===== config.mk =====
export PLATFORM = sky130hd
export DESIGN_NAME = addr_resolver
export DESIGN_NICKNAME = d
export VERILOG_FILES = /design/src/rtl/opr_pkg.sv /design/src/rtl/opr_ctrl.sv /design/src/rtl/opr_dp.sv /design/src/rtl/addr_resolver.sv
export SDC_FILE = /design/constraint.sdc
export NUM_CORES = 1
export LEC_CHECK = 0
export ABC_CLOCK_PERIOD_IN_PS = 4650
export BUFFER_PORTS_ARGS = -buffer_cell sky130_fd_sc_hd__buf_2
export CAP_MARGIN = 20
export CORE_MARGIN = 2
export CORE_UTILIZATION = 50
export CTS_CLUSTER_DIAMETER = 100
export DETAILED_ROUTE_END_ITERATION = 6
export GPL_TIMING_DRIVEN = 0
export PLACE_DENSITY = 0.86
export SLEW_MARGIN = 15
export SYNTH_ARGS = -nofsm -noshare
export SYNTH_HDL_FRONTEND = slang
export SYNTH_SLANG_ARGS = --single-unit

===== constraint.sdc =====
create_clock -name clk -period 4.65 [get_ports clk]
set_input_delay 0.93 -clock clk [delete_from_list [all_inputs] [get_ports clk]]
set_output_delay 0.93 -clock clk [all_outputs]
set_load 0.02 [all_outputs]

===== src/rtl/opr_pkg.sv =====
package opr_pkg;

  typedef enum logic [2:0] {
    M_IMM    = 3'b000,
    M_DIR    = 3'b001,
    M_IND    = 3'b010,
    M_IDX    = 3'b011,
    M_JABS   = 3'b100,
    M_JREL   = 3'b101,
    M_JABS_C = 3'b110,
    M_JREL_C = 3'b111
  } modeE;

  // Strobes from control to datapath
  typedef struct packed {
    logic issueRead;  // request a memory read this cycle
    logic ptrAddr;    // read address comes from returned data
    logic memResult;  // result comes from returned data
    logic doneStb;    // resolution completes this cycle
  } ctrlS;

endpackage


===== src/rtl/opr_ctrl.sv =====
module opr_ctrl
  import opr_pkg::*;
(
  input  logic       clk,
  input  logic       rstN,
  input  logic       start,
  input  logic [2:0] modeLo,
  output ctrlS       ctrl
);

  typedef enum logic [1:0] {S_IDLE, S_WAIT_PTR, S_WAIT_LAST} stateE;

  stateE state, stateNxt;
  modeE  modeSel;

  assign modeSel = modeE'(modeLo);

  always_comb begin
    ctrl     = '0;
    stateNxt = state;
    unique case (state)
      S_IDLE: begin
        if (start) begin
          unique case (modeSel)
            M_DIR, M_IDX: begin
              ctrl.issueRead = 1'b1;
              stateNxt       = S_WAIT_LAST;
            end
            M_IND: begin
              ctrl.issueRead = 1'b1;
              stateNxt       = S_WAIT_PTR;
            end
            default: ctrl.doneStb = 1'b1;
          endcase
        end
      end
      S_WAIT_PTR: begin
        ctrl.issueRead = 1'b1;
        ctrl.ptrAddr   = 1'b1;
        stateNxt       = S_WAIT_LAST;
      end
      S_WAIT_LAST: begin
        ctrl.memResult = 1'b1;
        ctrl.doneStb   = 1'b1;
        stateNxt       = S_IDLE;
      end
      default: stateNxt = S_IDLE;
    endcase
  end

  always_ff @(posedge clk) begin
    if (!rstN) state <= S_IDLE;
    else       state <= stateNxt;
  end


  dir_done_chk: assert property (@(posedge clk) disable iff (!rstN)
    (state == S_IDLE && start && (modeSel == M_DIR || modeSel == M_IDX))
      |=> (ctrl.doneStb && ctrl.memResult && !ctrl.issueRead));


  ind_chain_chk: assert property (@(posedge clk) disable iff (!rstN)
    (state == S_IDLE && start && modeSel == M_IND)
      |=> (ctrl.issueRead && ctrl.ptrAddr && !ctrl.doneStb));


  busy_ignore_chk: assert property (@(posedge clk) disable iff (!rstN)
    ctrl.ptrAddr |=> (ctrl.memResult && ctrl.doneStb));


  return_idle_chk: assert property (@(posedge clk) disable iff (!rstN)
    ctrl.memResult |=> !ctrl.ptrAddr && !ctrl.memResult);

endmodule


===== src/rtl/opr_dp.sv =====
module opr_dp
  import opr_pkg::*;
#(
  parameter int ADDR_W = 8,
  parameter int DATA_W = 8
) (
  input  logic              clk,
  input  logic              rstN,
  input  ctrlS              ctrl,
  input  logic [3:0]        mode,
  input  logic [ADDR_W-1:0] operand,
  input  logic [ADDR_W-1:0] pc,
  input  logic [ADDR_W-1:0] indexReg,
  input  logic              zeroFlag,
  input  logic [DATA_W-1:0] rdData,
  output logic              rdEn,
  output logic [ADDR_W-1:0] rdAddr,
  output logic [DATA_W-1:0] result,
  output logic              isJump,
  output logic              jumpTake,
  output logic              done
);

  logic [ADDR_W-1:0] effAddr, relTgt, target;
  logic              jumpMode, condOk;

  // sums are ADDR_W wide, so they wrap modulo memory size
  assign effAddr  = (mode[2:0] == M_IDX) ? operand + indexReg : operand;
  assign relTgt   = pc - ADDR_W'(1) + operand;
  assign target   = mode[0] ? relTgt : operand;

  assign jumpMode = mode[2] && !ctrl.memResult;
  assign condOk   = !mode[1] || (zeroFlag ^ mode[3]);

  assign rdEn     = ctrl.issueRead;
  assign rdAddr   = ctrl.ptrAddr ? rdData[ADDR_W-1:0] : effAddr;
  assign done     = ctrl.doneStb;
  assign isJump   = ctrl.doneStb && jumpMode;
  assign jumpTake = ctrl.doneStb && jumpMode && condOk;

  always_comb begin
    if (ctrl.memResult)  result = rdData;
    else if (mode[2])    result = DATA_W'(target);
    else                 result = DATA_W'(operand);
  end


  ptr_follow_chk: assert property (@(posedge clk) disable iff (!rstN)
    ctrl.ptrAddr |-> $past(ctrl.issueRead));


  take_valid_chk: assert property (@(posedge clk) disable iff (!rstN)
    jumpTake |-> (isJump && done && !rdEn));

endmodule


===== src/rtl/addr_resolver.sv =====
module addr_resolver
  import opr_pkg::*;
#(
  parameter int ADDR_W = 8,
  parameter int DATA_W = 8
) (
  input  logic              clk,
  input  logic              rstN,
  input  logic              start,
  input  logic [3:0]        mode,
  input  logic [ADDR_W-1:0] operand,
  input  logic [ADDR_W-1:0] pc,
  input  logic [ADDR_W-1:0] indexReg,
  input  logic              zeroFlag,
  output logic              rdEn,
  output logic [ADDR_W-1:0] rdAddr,
  input  logic [DATA_W-1:0] rdData,
  output logic [DATA_W-1:0] result,
  output logic              isJump,
  output logic              jumpTake,
  output logic              done
);

  ctrlS ctrl;

  opr_ctrl u_ctrl (
    .clk    (clk),
    .rstN   (rstN),
    .start  (start),
    .modeLo (mode[2:0]),
    .ctrl   (ctrl)
  );

  opr_dp #(.ADDR_W(ADDR_W), .DATA_W(DATA_W)) u_dp (
    .clk      (clk),
    .rstN     (rstN),
    .ctrl     (ctrl),
    .mode     (mode),
    .operand  (operand),
    .pc       (pc),
    .indexReg (indexReg),
    .zeroFlag (zeroFlag),
    .rdData   (rdData),
    .rdEn     (rdEn),
    .rdAddr   (rdAddr),
    .result   (result),
    .isJump   (isJump),
    .jumpTake (jumpTake),
    .done     (done)
  );


  imm_noread_chk: assert property (@(posedge clk) disable iff (!rstN)
    (done && !isJump && !$past(rdEn)) |-> !rdEn);

endmodule


==> metrics.txt <==
status=complete, no violations; Worst path max stage delay=430 ps; Post-CTS Setup Bufs=0; fin crit share=0.867; critical-path cell list=buf_2, inv_1, ha_1, inv_1, ha_1, fa_1, a211oi_1, nor2_1, mux2i_1, a211o_1, nand3_2, buf_2; Leakage=0.000843 uW; per-cell routed wire length=11.3 um; busiest grt layer=met2; n_diodes=0; Post-Route WL=3090 um; Least-Margin Pin Slew=approximately 510 ps; PortBufs=59; first-pass GRT wire length=4920 um; synthesized flop and latch total=2; Worst setup EP type=output pin; met1 usage=0.257; die area=2820 um2; Mapped Avg Cell Area=6.54 um2; TritonCTS Buffers=3; num ports=60; Mapped Area=1200 um2; drt initial violations=26; hold path endpoint=u_ctrl.state[1]; Worst setup SP type=input pin; Cell variety after synth=36; CP Class=in -> out; reg2reg setup slack=roughly 3800 ps; Hold Crit Depth=2; Layout area overhead=29.3%; DRT Pass-1 Iters=4; CTS tree=built; Clock Sink Count=2; clock-pin slew on the worst setup and hold paths=around 30 ps; post-cts sizing count=0; Die X=53.1 um; vias in the first global route=around 1300; Worst Path Arrival=3100 ps; hold buffer count at cts=0; syn nets=246; via count=about 1500; Max Clock Freq=0.248 GHz; Slew Limit Headroom=0.658; reg2reg start=u_ctrl.state[1]; CP max-delay cell=fa_1; final hold vios=0; sum of negative setup slack=0 ps; met3 Track Usage GR=0.0311; Peak VDD IR=between 0.15 and 0.2 mV; Finish-stage setup viols=0; max reg flops=2; clock skew=~0.34 ps; Reg with most FFs=u_ctrl.state; largest net degree at the start of global routing=11; clk_lat worst skew=220 ps; Final Max Tran Viols=0; worst-path maximum fanout=4; layout cell share with drive strength beyond 1=0.272; Tmin final=4030 ps; worst hold slack=580 ps; FF-to-FF End=u_ctrl.state[0]; met2 Use GR=0.438; Max-cap violations=0; worst hold start=u_ctrl.state[0]; DRC=0; Layout Nets=310; H-tree levels=1; die height=53.1 um; largest registers=u_ctrl.state: 2 flops; Tot GR Track Use=0.224; GPL Wtd Cong=0.848; final non-filler cell area=1560 um2; Initial Util=0.534; RSZ-0062 raised after global routing=false; sequential share of the synthesized area=0.0333; cells on worst reg2reg path=3; antenna violations before repair=0; global route total overflow=0; Root Driver=clkbuf_4; Core ar.=2250 um2; Non-Filler Instances=around 270; Syn Inst Count=184; via density per instance=5.50; Placed Area=1530 um2; HPWL after detailed placement=2660 um; Site Rows=17; Antenna Nets Post-Route=0; Pwr Density=152 nW/um2; Bufs on Longest Clock Path=2; DP Cell Count=271; critical path required time=3720 ps; HP Class=reg -> reg; synth warn=0
==> cells in the mapped netlist, drive strengths merged <==
| cell type | instances | area (um2) |
|---|---|---|
| o21ai | 15 | 75.1 |
| a211oi | 6 | 45.0 |
| buf | 1 | 5.00 |
| clkbuf | 4 | 15.0 |
| fa | 2 | 40.0 |
| xnor2 | 3 | 26.3 |
| nand3b | 1 | 7.51 |
| inv | 30 | 113 |
| or4 | 4 | 31.3 |
| a31oi | 2 | 12.5 |
| a211o | 1 | 8.76 |
| and3 | 4 | 25.0 |
| xor2 | 2 | 17.5 |
| and2 | 1 | 7.51 |
| nand4 | 4 | 25.0 |
| nand3 | 6 | 35.0 |
| o31ai | 2 | 15.0 |
| nor3 | 7 | 35.0 |
| dfxtp | 2 | 40.0 |
| nor2b | 4 | 25.0 |
| a21oi | 18 | 90.1 |
| o31a | 1 | 8.76 |
| nand2b | 2 | 12.5 |
| o21a | 4 | 30.0 |
| nand2 | 13 | 56.3 |
| a21boi | 1 | 7.51 |
| nor2 | 13 | 48.8 |
| o21bai | 2 | 15.0 |
| a21o | 2 | 15.0 |
| nor4 | 1 | 6.26 |
| ha | 20 | 250 |
| mux2i | 5 | 50.1 |
| o22a | 1 | 8.76 |
==> cell usage in the layout (no fill, tap or decap), types with 6 or more instances in the layout <==
master / instances
a21oi_1: 18
buf_2: 60
nor2_1: 13
inv_1: 30
ha_1: 20
nand2_1: 12
o21ai_0: 15
nor3_1: 7
a211oi_1: 6
==> per-layer routing <==
metal / part of all wire / up-vias / wire [um]
met2: 0.48 / 57 / 1490
met4: 0 / 0 / 0
li1: - / 779 / -
met1: 0.43 / 670 / 1340
met5: 0 / - / 0
met3: 0.084 / 0 / 259
==> critical path, delay by kind of cell <==
| family | cells | cell delay (ps) |
|---|---|---|
| AO/OA/AOI/OAI | 2 | 510 |
| AND/OR/NAND/NOR | 2 | 180 |
| adder cells (fa/ha/maj) | 3 | 940 |
| buffers and inverters | 4 | 400 |
| multiplexers | 1 | 150 |
==> metrics by stage <==
step,util,total power [uW],setup WS (ps)
floorplan,-,141,988
global placement,0.680,196,626
detailed placement,0.680,200,625
CTS,0.690,237,607
global route,0.690,260,512
finish,0.690,237,617
==> final cells by class <==
type,count,area [um2]
multi-input cells,147,1030
fillers,221,698
repair buffers,59,295
inverters,30,113
flip-flops and latches,2,40.0
well taps,28,35.0
clock buffers,3,22.5
plain buffers,5,20.0
==> worst max-delay path by stage <==
| stage | from | to | cells past startpoint |
|---|---|---|---|
| 6_report | operand[1] | result[7] | 12 |
| 3_3_place_gp | operand[1] | result[7] | 12 |
| 3_5_place_dp | operand[1] | result[7] | 12 |
| 4_1_cts | operand[1] | result[7] | 12 |
| 2_1_floorplan | operand[1] | result[7] | 10 |
| 5_1_grt | operand[1] | result[7] | 12 |
==> power by group <==
group          total (uW)  switching, uW  internal (uW)
registers            18.0          0.286           17.7
logic                 182            106           76.8
clock network        36.7           8.36           28.3
total                 237            114            123
==> logic make-up after synthesis <==
family,count (synthesis),share of synthesized area
fa+ha+maj,22,0.241
flops,2,0.0333
xor+xnor,5,0.0364
buf+inv,35,0.110
compound gates,55,0.275
mux,5,0.0416
simple gates,60,0.262
(Power assumes the default switching activity.)
